## src/rtl/i2c_stat_pkg.sv

```systemverilog
package i2c_stat_pkg;
  localparam int unsigned SB_TCF  = 7;
  localparam int unsigned SB_AAS  = 6;
  localparam int unsigned SB_BUSY = 5;
  localparam int unsigned SB_AL   = 4;
  localparam int unsigned SB_RSVD = 3;
  localparam int unsigned SB_SRW  = 2;
  localparam int unsigned SB_IIF  = 1;
  localparam int unsigned SB_RXAK = 0;
  localparam logic [7:0] SB_RESET = 8'h81;

  typedef struct packed {
    logic tx_mis;
    logic ack_mis;
    logic start_busy;
    logic rstart_slave;
    logic stop_unreq;
  } arb_cause_t;

  // Software clears a sticky bit by writing a zero in its position.
  function automatic logic wr_zero(logic wr, logic [7:0] d, int unsigned pos);
    return wr && !d[pos];
  endfunction

  // Next value of a flag where a hardware set beats a clear.
  function automatic logic set_wins(logic q, logic set, logic clr);
    return set ? 1'b1 : (clr ? 1'b0 : q);
  endfunction
endpackage

```

## src/rtl/i2c_stat_sticky.sv

```systemverilog
module i2c_stat_sticky #(
  parameter logic RST_VAL = 1'b0
) (
  input  logic clk,
  input  logic rst_n,
  input  logic set,
  input  logic clr,
  output logic q
);
  import i2c_stat_pkg::*;

  always_ff @(posedge clk) begin
    if (!rst_n) q <= RST_VAL;
    else        q <= set_wins(q, set, clr);
  end

  // a set event always leaves the flag high, whatever the clear
  a_r13_set_wins: assert property (@(posedge clk) disable iff (!rst_n)
    set |=> q);
  // A fall needs a clear and no set in the cycle before
  a_r10_fall_cause: assert property (@(posedge clk) disable iff (!rst_n)
    $fell(q) |-> $past(clr && !set));
endmodule

```

## src/rtl/i2c_stat_arb.sv

```systemverilog
module i2c_stat_arb #(
  parameter int unsigned CNT_W     = 4,
  parameter int unsigned DATA_BITS = 8
) (
  input  logic                        bit_smp,
  input  logic [CNT_W-1:0]            bit_cnt,
  input  logic                        mst_mode,
  input  logic                        tx_mode,
  input  logic                        sda_drv,
  input  logic                        sda_in,
  input  logic                        req_start,
  input  logic                        req_rstart,
  input  logic                        busy,
  input  logic                        ev_stop,
  input  logic                        stop_req,
  output i2c_stat_pkg::arb_cause_t    cause,
  output logic                        lost
);
  localparam logic [CNT_W-1:0] ACK_IDX = CNT_W'(DATA_BITS + 1);

  function automatic logic in_data(logic [CNT_W-1:0] c);
    return (c != '0) && (c <= CNT_W'(DATA_BITS));
  endfunction

  logic overdriven;
  assign overdriven = bit_smp && mst_mode && sda_drv && !sda_in;

  always_comb begin
    cause.tx_mis       = overdriven && tx_mode && in_data(bit_cnt);
    cause.ack_mis      = overdriven && !tx_mode && (bit_cnt == ACK_IDX);
    cause.start_busy   = req_start && busy;
    cause.rstart_slave = req_rstart && !mst_mode;
    cause.stop_unreq   = ev_stop && mst_mode && !stop_req;
  end

  assign lost = |cause;
endmodule

```

## src/rtl/i2c_stat_xfer.sv

```systemverilog
module i2c_stat_xfer #(
  parameter int unsigned CNT_W     = 4,
  parameter int unsigned DATA_BITS = 8
) (
  input  logic             clk,
  input  logic             rst_n,
  input  logic             scl_fall,
  input  logic [CNT_W-1:0] bit_cnt,
  input  logic             sda_in,
  output logic             byte_done,
  output logic             tcf,
  output logic             rxak
);
  localparam logic [CNT_W-1:0] LAST_IDX  = CNT_W'(DATA_BITS + 1);
  localparam logic [CNT_W-1:0] FIRST_IDX = CNT_W'(1);

  logic byte_begin;
  assign byte_begin = scl_fall && (bit_cnt == FIRST_IDX);
  assign byte_done  = scl_fall && (bit_cnt == LAST_IDX);

  always_ff @(posedge clk) begin
    if (!rst_n) begin
      tcf  <= 1'b1;
      rxak <= 1'b1;
    end else begin
      if (byte_done)       tcf <= 1'b1;
      else if (byte_begin) tcf <= 1'b0;
      if (byte_done)       rxak <= sda_in;
    end
  end

  a_r2_tcf_rise: assert property (@(posedge clk) disable iff (!rst_n)
    $rose(tcf) |-> $past(scl_fall && bit_cnt == LAST_IDX));
  a_r2_tcf_fall: assert property (@(posedge clk) disable iff (!rst_n)
    $fell(tcf) |-> $past(scl_fall && bit_cnt == FIRST_IDX));
  a_r3_rxak_hold: assert property (@(posedge clk) disable iff (!rst_n)
    !scl_fall |=> $stable(rxak));
endmodule

```

## src/rtl/i2c_stat_flags.sv

```systemverilog
module i2c_stat_flags #(
  parameter int unsigned CNT_W     = 4,
  parameter int unsigned DATA_BITS = 8
) (
  input  logic             clk,
  input  logic             rst_n,
  input  logic             ev_start,
  input  logic             ev_stop,
  input  logic             scl_fall,
  input  logic             bit_smp,
  input  logic [CNT_W-1:0] bit_cnt,
  input  logic             sda_in,
  input  logic             sda_drv,
  input  logic             mst_mode,
  input  logic             tx_mode,
  input  logic             stop_req,
  input  logic             req_start,
  input  logic             req_rstart,
  input  logic             addr_match,
  input  logic             rw_bit,
  input  logic             sr_wr,
  input  logic [7:0]       sr_wdata,
  input  logic             cr_wr,
  input  logic             ien,
  output logic [7:0]       status,
  output logic             irq
);
  import i2c_stat_pkg::*;

  logic       busy, aas, al, iif, srw, tcf, rxak;
  logic       byte_done, arb_lost;
  logic       clr_al, clr_iif, iif_set, slave_rx_hit;
  arb_cause_t cause;

  i2c_stat_xfer #(.CNT_W(CNT_W), .DATA_BITS(DATA_BITS)) u_xfer (
    .clk(clk), .rst_n(rst_n), .scl_fall(scl_fall), .bit_cnt(bit_cnt),
    .sda_in(sda_in), .byte_done(byte_done), .tcf(tcf), .rxak(rxak)
  );

  i2c_stat_arb #(.CNT_W(CNT_W), .DATA_BITS(DATA_BITS)) u_arb (
    .bit_smp(bit_smp), .bit_cnt(bit_cnt), .mst_mode(mst_mode),
    .tx_mode(tx_mode), .sda_drv(sda_drv), .sda_in(sda_in),
    .req_start(req_start), .req_rstart(req_rstart), .busy(busy),
    .ev_stop(ev_stop), .stop_req(stop_req), .cause(cause), .lost(arb_lost)
  );

  assign clr_al       = wr_zero(sr_wr, sr_wdata, SB_AL);
  assign clr_iif      = wr_zero(sr_wr, sr_wdata, SB_IIF);
  assign slave_rx_hit = addr_match && !rw_bit;
  assign iif_set      = byte_done || slave_rx_hit || arb_lost;

  i2c_stat_sticky #(.RST_VAL(1'b0)) u_busy (
    .clk(clk), .rst_n(rst_n), .set(ev_start), .clr(ev_stop), .q(busy));
  i2c_stat_sticky #(.RST_VAL(1'b0)) u_aas (
    .clk(clk), .rst_n(rst_n), .set(addr_match), .clr(cr_wr), .q(aas));
  i2c_stat_sticky #(.RST_VAL(1'b0)) u_al (
    .clk(clk), .rst_n(rst_n), .set(arb_lost), .clr(clr_al), .q(al));
  i2c_stat_sticky #(.RST_VAL(1'b0)) u_iif (
    .clk(clk), .rst_n(rst_n), .set(iif_set), .clr(clr_iif), .q(iif));

  always_ff @(posedge clk) begin
    if (!rst_n)          srw <= 1'b0;
    else if (addr_match) srw <= rw_bit;
  end

  always_comb begin
    status          = '0;
    status[SB_TCF]  = tcf;
    status[SB_AAS]  = aas;
    status[SB_BUSY] = busy;
    status[SB_AL]   = al;
    status[SB_RSVD] = 1'b0;
    status[SB_SRW]  = srw;
    status[SB_IIF]  = iif;
    status[SB_RXAK] = rxak;
  end

  assign irq = iif && ien;

  a_r4_busy_rise: assert property (@(posedge clk) disable iff (!rst_n)
    $rose(status[SB_BUSY]) |-> $past(ev_start));
  a_r4_busy_fall: assert property (@(posedge clk) disable iff (!rst_n)
    $fell(status[SB_BUSY]) |-> $past(ev_stop));
  a_r5_aas_fall: assert property (@(posedge clk) disable iff (!rst_n)
    $fell(status[SB_AAS]) |-> $past(cr_wr));
  a_r5_srw_hold: assert property (@(posedge clk) disable iff (!rst_n)
    !addr_match |=> $stable(status[SB_SRW]));
  a_r11_arb_irq: assert property (@(posedge clk) disable iff (!rst_n)
    arb_lost |=> (status[SB_AL] && status[SB_IIF]));
  a_r10_iif_fall: assert property (@(posedge clk) disable iff (!rst_n)
    $fell(status[SB_IIF]) |-> $past(sr_wr && !sr_wdata[SB_IIF]));
  a_r1_rsvd_zero: assert property (@(posedge clk) disable iff (!rst_n)
    sr_wr |=> !status[SB_RSVD]);
endmodule

```

## config.mk

```make
export PLATFORM = sky130hd
export DESIGN_NAME = i2c_stat_flags
export DESIGN_NICKNAME = d
export VERILOG_FILES = /design/src/rtl/i2c_stat_pkg.sv /design/src/rtl/i2c_stat_sticky.sv /design/src/rtl/i2c_stat_arb.sv /design/src/rtl/i2c_stat_xfer.sv /design/src/rtl/i2c_stat_flags.sv
export SDC_FILE = /design/constraint.sdc
export NUM_CORES = 1
export LEC_CHECK = 0
export BUFFER_PORTS_ARGS = -buffer_cell sky130_fd_sc_hd__buf_2
export CELL_PAD_IN_SITES_DETAIL_PLACEMENT = 0
export CELL_PAD_IN_SITES_GLOBAL_PLACEMENT = 2
export CORE_UTILIZATION = 19
export DETAILED_ROUTE_END_ITERATION = 7
export GPL_TIMING_DRIVEN = 0
export PLACE_DENSITY_LB_ADDON = 0.1
export SYNTH_ARGS = -nofsm -noshare
export SYNTH_HDL_FRONTEND = slang
export SYNTH_HIERARCHICAL = 1
export SYNTH_SLANG_ARGS = --single-unit
```

## constraint.sdc

```tcl
create_clock -name clk -period 1.5 [get_ports clk]
set_clock_uncertainty 0.05 [all_clocks]
set_input_delay 0.375 -clock clk [delete_from_list [all_inputs] [get_ports clk]]
set_output_delay 0.375 -clock clk [all_outputs]
set_load 0.02 [all_outputs]
```

; ---- After elaboration in Yosys (flattened, before gate mapping)
; Cells that the tools add are included.
; Widths: inputs -> output; s select.
[classes]
eq_ne = 2
n_mux = 8
order_cmp = 1
bitwise = 1
reduce_logical = 34
[ops]
columns = op, count
row1 = $logic_and 1x1->1, 18
row2 = $mux 1, 8
row3 = $reduce_bool 2->1, 4
row4 = $logic_not 1->1, 7
row5 = $reduce_or 5->1, 1
row6 = $eq 4x1->1 const B, 1
row7 = $eq 4x4->1 const B, 1
row8 = $le 4x4->1 const B, 1
row9 = $reduce_bool 4->1, 1
row10 = $logic_or 1x1->1, 2
row11 = $reduce_or 2->1, 1
row12 = $not 1->1, 1
[totals]
out_inout_bits = 9
reg_bits = 7

; ---- Logic depth before layout (Yosys ltp)
; Gate-level depths: netlist of the first run.
[depth]
word_depth = 8
mapped_depth = 6
ltp_nobuf = 6

; ---- Hierarchy
; Netlist of the first run, hierarchy kept.
[modules_own_cells]
columns = module, area_per_inst_um2, cells_each, instances
row1 = i2c_stat_sticky, 41.3, 3, 4
row2 = i2c_stat_flags, 131.4, 18, 1
row3 = i2c_stat_arb, 127.6, 18, 1
row4 = i2c_stat_xfer, 90.1, 11, 1

; ---- Least setup slack after synthesis of the first run
; Ideal clock, no wire load.
[synth_path]
kind = input port to flip-flop
start = input port bit_cnt[3]
end = register u_iif.q
stages = 6
slack_ns = 0.221
t_arrival_ns = 1.115
required_time_ns = 1.335
cell_sequence = nor4b_2 > o211ai_1 > o211ai_1 > nor2_1 > o21ai_0 > o21a_1
[synth_via]
elab_chain_cells = 6
[synth_lines]
columns = item, line_no
row1 = start: declaration, i2c_stat_flags.sv:11  ; input logic [CNT_W-1:0] bit_cnt,
row2 = $le 4x4->1 / $reduce_bool 4->1 (equally long branches), i2c_stat_arb.sv:22  ; return (c != '0) && (c <= CNT_W'(DATA_BITS));
row3 = $logic_and 1x1->1, i2c_stat_arb.sv:22
row4 = $logic_and 1x1->1, i2c_stat_arb.sv:29  ; cause.tx_mis = overdriven && tx_mode && in_data(bit_cnt);
row5 = $reduce_or 5->1 (*), i2c_stat_arb.sv:36  ; assign lost = |cause;
row6 = via arb_lost, i2c_stat_flags.sv:31  ; logic byte_done, arb_lost;
row7 = $logic_or 1x1->1 (*), i2c_stat_flags.sv:50  ; assign iif_set = byte_done || slave_rx_hit || arb_lost;
row8 = via iif_set, i2c_stat_flags.sv:32  ; logic clr_al, clr_iif, iif_set, slave_rx_hit;
row9 = $mux 1 / $reduce_bool 2->1 (equally long branches), --
row10 = end signal: assignment, i2c_stat_sticky.sv:14  ; else q <= set_wins(q, set, clr);
row11 = end: declaration, i2c_stat_sticky.sv:8  ; output logic q
; Mark *: on every way through the listed nets, which the timed path passes. The rest lies on a longest branch.
; A chain may end at the register's enable or synchronous reset.

==> results of run 1 <==
==> worst max-delay path, stage by stage (launching register included) <==
cell      delay, ns
dfxtp_1        0.31
and2_1         0.13
nor3_1         0.21
o211ai_1       0.15
nor2_1         0.11
o21ai_0        0.08
o21a_1         0.18
==> stage by stage <==
step	cells	hold WS, ns	power (mW)
4_1_cts	117	0.270	0.535
3_5_place_dp	113	0.393	0.351
2_1_floorplan	54	0.377	0.292
6_report	117	0.275	0.520
3_3_place_gp	113	0.391	0.352
5_1_grt	117	0.282	0.563
==> flip-flops by register name (all words and copies together), names as in the netlist <==
name,flops
u_iif/q,1
u_aas/q,1
u_xfer/rxak,1
u_al/q,1
srw,1
u_xfer/tcf,1
u_busy/q,1
==> how the worst max path moves through the flow <==
stage                   end  slack (ns)  depth (start not counted)
floorplan           u_iif/q        0.22                          6
global placement    u_iif/q       -0.07                          7
finish              u_iif/q        0.17                          6
CTS                 u_iif/q        0.10                          6
detailed placement  u_iif/q       -0.06                          7
global route        u_iif/q        0.03                          6
==> routing by layer <==
metal | track usage, % | up-vias
met2 | 14.3 | 17
met1 | 9.51 | 199
met4 | 2.63 | 0
met5 | 0 | -
li1 | - | 242
met3 | 4.93 | 0
==> power by group through the flow <==
stage	logic (mW)	clock network, mW	registers, mW
6_report	0.141	0.176	0.204
5_1_grt	0.156	0.202	0.205
4_1_cts	0.144	0.187	0.204
3_5_place_dp	0.143	0	0.208
3_3_place_gp	0.144	0	0.208
2_1_floorplan	0.0854	0	0.207
==> layout make-up <==
class / count / area (sq um) / area share, %
multi-input combinational: 36 / 277 / 39.3
inverter: 3 / 11.3 / 1.60
tap: 28 / 35.0 / 4.97
sequential: 7 / 140 / 19.9
buffer: 8 / 60.1 / 8.53
clock buffer: 4 / 26.3 / 3.73
timing repair buffer: 31 / 155 / 22.0
==> metrics.md, run 1 <==
| Metric | Value |
|---|---|
| Final period demand of the worst path | 1.33 ns |
| Wire per inst | between 9 and 10 um |
| Status | finished clean |
| Total gr overflow | 0 |
| Number of port buffers | 31 |
| Reg power frac | 39.2% |
| DP Wirelength | roughly 880 um |
| Commonest non-fill, non-tap cell in the layout | buf_2 |
| Number of global-route vias before repair | about 440 |
| Clock sinks | 7 |
| Row count | 17 |
| Net Sw Frac | 27.3% |
| Synthesized area per cell | 9.04 sq um |
| Worst-path maximum fanout | 3 |
| Bufs on Longest Clock Path | 2 |
| Die Ht | around 53 um |
| Total Wirelength | 1060 um |
| Synthesized Nets | 84 |
| Critical path type | reg -> reg |
| Worst Hold End | u_busy/q |
| Worst vdd ir | between 0.0004 and 0.0005 V |
| Worst R2R End | u_iif/q |
| Max layer used | met3 |
| Setup TNS | 0 ns |
| Number of routed nets with antenna violations | 0 |
| HP Start | ev_start |
| Setup Buffers After CTS | 0 |
| Mapped Area | 488 sq um |
| Fin crit share | 88.6% |
| First-pass GRT wire length | 1770 um |
| Net Sw Power | 142 uW |
| DIE AREA | 2770 sq um |
| Worst r2r src | u_busy/q |
| Met3 WL | 113 um |
| Antenna violations before repair | 0 |
| Initial Utilization | 21.0% |
| Fill count | 264 |
| Final core utilization | 30.4% |
| WP data arrival | 1.43 ns |
| Fraction of layout cells with a size suffix above 1 | 55.1% |
| Core area | 2320 sq um |
| First DRT Iteration DRCs | 6 |
| Synth Instances | 54 |
| Max cap viols | 0 |
| Clock share of power | 33.8% |
| Worst R2R Path Depth | 6 |
| Final WS setup | about 0.17 ns |
| # diodes | 0 |
| CTS Hold Buffers Added | 0 |
| Int Pwr | 379 uW |
| Critical path startpoint | u_busy/q |
| PostCTS Resize Cnt | 0 |
| Final Hold Fails | 0 |
| Overall routing resource usage | 8.76% |
| M1 WL | 457 um |
| DRC Markers | 0 |
| Leakage | 0.358 nW |
| Setup slack, reg-to-reg | ~0.17 ns |
| Detail Route met2 WL | between 400 and 500 um |
| Clk_lat worst skew | between 0.2 and 0.3 ns |
| Setup Viol. Count Final | 0 |
| Logic pwr share | a little over a quarter |
| Vias/cell | about 3.9 |
| Hold path depth | 2 |
| Worst Hold Class | in -> reg |
| Root buf cell | clkbuf_4 |
| Fin. max-slew vios | 0 |
| Clock transition at path regs | 0.06 ns |
| Critical Path End Type | flip-flop |
| Pre-antenna DRT Iters | 2 |
| YS warnings | 6 |
| H-tree level count | 1 |
| Placed cell areas | 678 sq um |
| CTS Buf Count | 3 |
| Fmax | around 750 MHz |
| Commonest cells after routing, fill and taps aside | buf_2 (31), buf_4 (8), dfxtp_1 (7) |
| CTS tree | built |
| Largest net degree at the start of global routing | 8 |
| Place WS | -0.0606 ns |
| Fin area | ~700 sq um |
| Via Count | between 400 and 500 |
| Area Growth Syn to Fin | 44.4% |
| IO Pins | 39 |
| RSZ-0062 raised after global routing | false |
| Die width | between 50 and 60 um |
| CP Launch Type | flip-flop |
| Worst EP required | 1.60 ns |
| Power Dens Cells | about 740 nW/um^2 |
| Routability cong. | between 0.6 and 0.7 |
| Nets@finish | 120 |
(Power assumes the default switching activity.)
==> run 2, diff against run 1 <==
--- a/config.mk
+++ b/config.mk
@@ -12,6 +12,7 @@
 export DETAILED_ROUTE_END_ITERATION = 7
 export GPL_TIMING_DRIVEN = 0
 export PLACE_DENSITY_LB_ADDON = 0.1
+export REMOVE_ABC_BUFFERS = 1
 export SYNTH_ARGS = -nofsm -noshare
 export SYNTH_HDL_FRONTEND = slang
 export SYNTH_HIERARCHICAL = 1
==> run 2 against run 1 <==
Utilization shrank 2.4 points. Sequential share of layout area is 1.7 points higher. Worst setup slack better by 0.0055 ns. Via count decreased by 6.1%.
==> metrics.md, run 2 (synthesis results as in run 1) <==
| Metric | Value |
|---|---|
| Bufs on Longest Clock Path | 2 (unchanged) |
| Initial Utilization | 21.0% (unchanged) |
| Power Dens Cells | 769 nW/um^2 (+4.1%) |
| Critical-path top delay cell | dfxtp_1 |
| CTS tree | built |
| Critical-path cell list | and2_1, nor3_2, o211ai_1, nor2_1, o21ai_0, o21a_1 |
| DRC Markers | 0 (unchanged) |
| Number of port buffers | 31 (unchanged) |
| WP buf/inv | 0 (unchanged) |
| Family with the most delay on the worst path | simple AND/OR/NAND/NOR gates |
| Leakage | 0.320 nW (-11%) |
| Die width | 52.7 um (unchanged) |
| Fin crit share | 88.2% (-0.37 points) |
| Wire per inst | 9.94 um (+9.9%) |
| First DRT Iteration DRCs | 1 (-5) |
| DIE AREA | 2770 sq um (unchanged) |
| Overall routing resource usage | 8.60% (-0.16 points) |
| Worst EP required | 1.59 ns (about the same) |
| Nets@finish | 112 (-6.7%) |
| DP Wirelength | 896 um (+1.9%) |
| Vias/cell | 3.94 (+0.78%) |
| PostCTS Resize Cnt | 0 (unchanged) |
| Root buf cell | clkbuf_4 |
| WP data arrival | 1.42 ns (about the same) |
| Antenna violations before repair | 0 (unchanged) |
| Worst Hold Class | in -> reg |
| # diodes | 0 (unchanged) |
| Worst vdd ir | 0.000322 V (-26%) |
| Core area | 2320 sq um (unchanged) |
| Slowest stage delay, CP | 0.31 ns (about the same) |
| Worst-path maximum fanout | 3 (unchanged) |
| Total Wirelength | 1080 um (+2.4%) |
| Levels on crit path | 6 (unchanged) |
| Fin. max-slew vios | 0 (unchanged) |
| CTS Hold Buffers Added | 0 (unchanged) |
| Placed cell areas | 618 sq um (-8.9%) |
| Fmax | 756 MHz (+0.41%) |
| Fill count | 273 (+3.4%) |
| Die Ht | 52.7 um (unchanged) |
| Clock sinks | 7 (unchanged) |
| Number of global-route vias before repair | 392 (-12%) |
| CTS Buf Count | 3 (unchanged) |
| Final Hold Fails | 0 (unchanged) |
| Critical path type | reg -> reg |
| Critical Path End Type | flip-flop |
| Final period demand of the worst path | 1.32 ns (-0.00549 ns) |
| Row count | 17 (unchanged) |
| Clk_lat worst skew | 0.25 ns (about the same) |
| RSZ-0062 raised after global routing | false |
| Via Count | 430 (-6.1%) |
| Fraction of layout cells with a size suffix above 1 | 51.9% (-3.2 points) |
| Hold path depth | 2 (unchanged) |
| Clock transition at path regs | 0.05 ns (about the same) |
| Pre-antenna DRT Iters | 2 (unchanged) |
| Setup Viol. Count Final | 0 (unchanged) |
| Number of routed nets with antenna violations | 0 (unchanged) |
| Routability cong. | 0.626 (-0.68%) |
| Area Growth Syn to Fin | 33.1% |
| Status | finished clean |
| Total gr overflow | 0 (unchanged) |
| Worst R2R Path Depth | 6 (unchanged) |
| Largest net degree at the start of global routing | 8 (unchanged) |
| First-pass GRT wire length | 1680 um (-5.5%) |
| Setup Buffers After CTS | 0 (unchanged) |
| Max cap viols | 0 (unchanged) |
| Fin area | 649 sq um (-7.8%) |
| Commonest non-fill, non-tap cell in the layout | buf_2 |
| IO Pins | 39 (unchanged) |
| H-tree level count | 1 (unchanged) |
| Hold WS | 0.294 ns (+0.0189 ns) |
| Commonest cells after routing, fill and taps aside | buf_2 (31), dfxtp_1 (7), nor2b_1 (5) |
| CP Launch Type | flip-flop |
-- run 2: cell types whose count changed in the layout (fill, tap and decap cells not counted), sizes merged --
cell,delta
buf,-8
-- run 2: layout make-up --
type	count	area, sq um	share of cell area [%]
clock buffers	4	26.3	4.05
multi-input cells	36	282	43.4
repair buffers	31	155	23.9
flip-flops and latches	7	140	21.6
well taps	28	35.0	5.39
inverters	3	11.3	1.73
-- run 2: through the flow --
step | util, % | power (mW) | instances | TNS [ns] | worst slack, ns
final | 28.0 | 0.500 | 109 | 0 | 0.177
after global routing | 28.0 | 0.536 | 109 | 0 | 0.0406
after CTS | 27.8 | 0.513 | 109 | 0 | 0.100
after detailed placement | 26.7 | 0.335 | 105 | -0.0622 | -0.0622
after global placement | 26.7 | 0.334 | 105 | -0.0649 | -0.0649
after floorplan | - | 0.274 | 46 | 0 | 0.214
-- run 2: report_power, final --
| part | switching [mW] | internal (mW) | total, mW |
|---|---|---|---|
| Combinational | 0.0622 | 0.0648 | 0.127 |
| Clock | 0.0674 | 0.101 | 0.169 |
| Sequential | 0.00577 | 0.198 | 0.204 |
-- run 2: layer usage --
metal	share of wire [%]	vias up	routed length, um	track usage, %
met5	0	-	0	0
met4	0	0	0	1.32
met3	7.8	0	85	5.22
met2	44	16	475	13.5
met1	48	185	523	10.1
li1	-	229	-	-
-- run 2: final timing paths --
check | from | end | slack [ns]
worst min-delay path | ev_start | u_busy/q | 0.29
worst min register to register | u_xfer/rxak | u_xfer/rxak | 0.41
worst max-delay path | u_busy/q | u_iif/q | 0.18
worst max register to register | u_busy/q | u_iif/q | 0.18
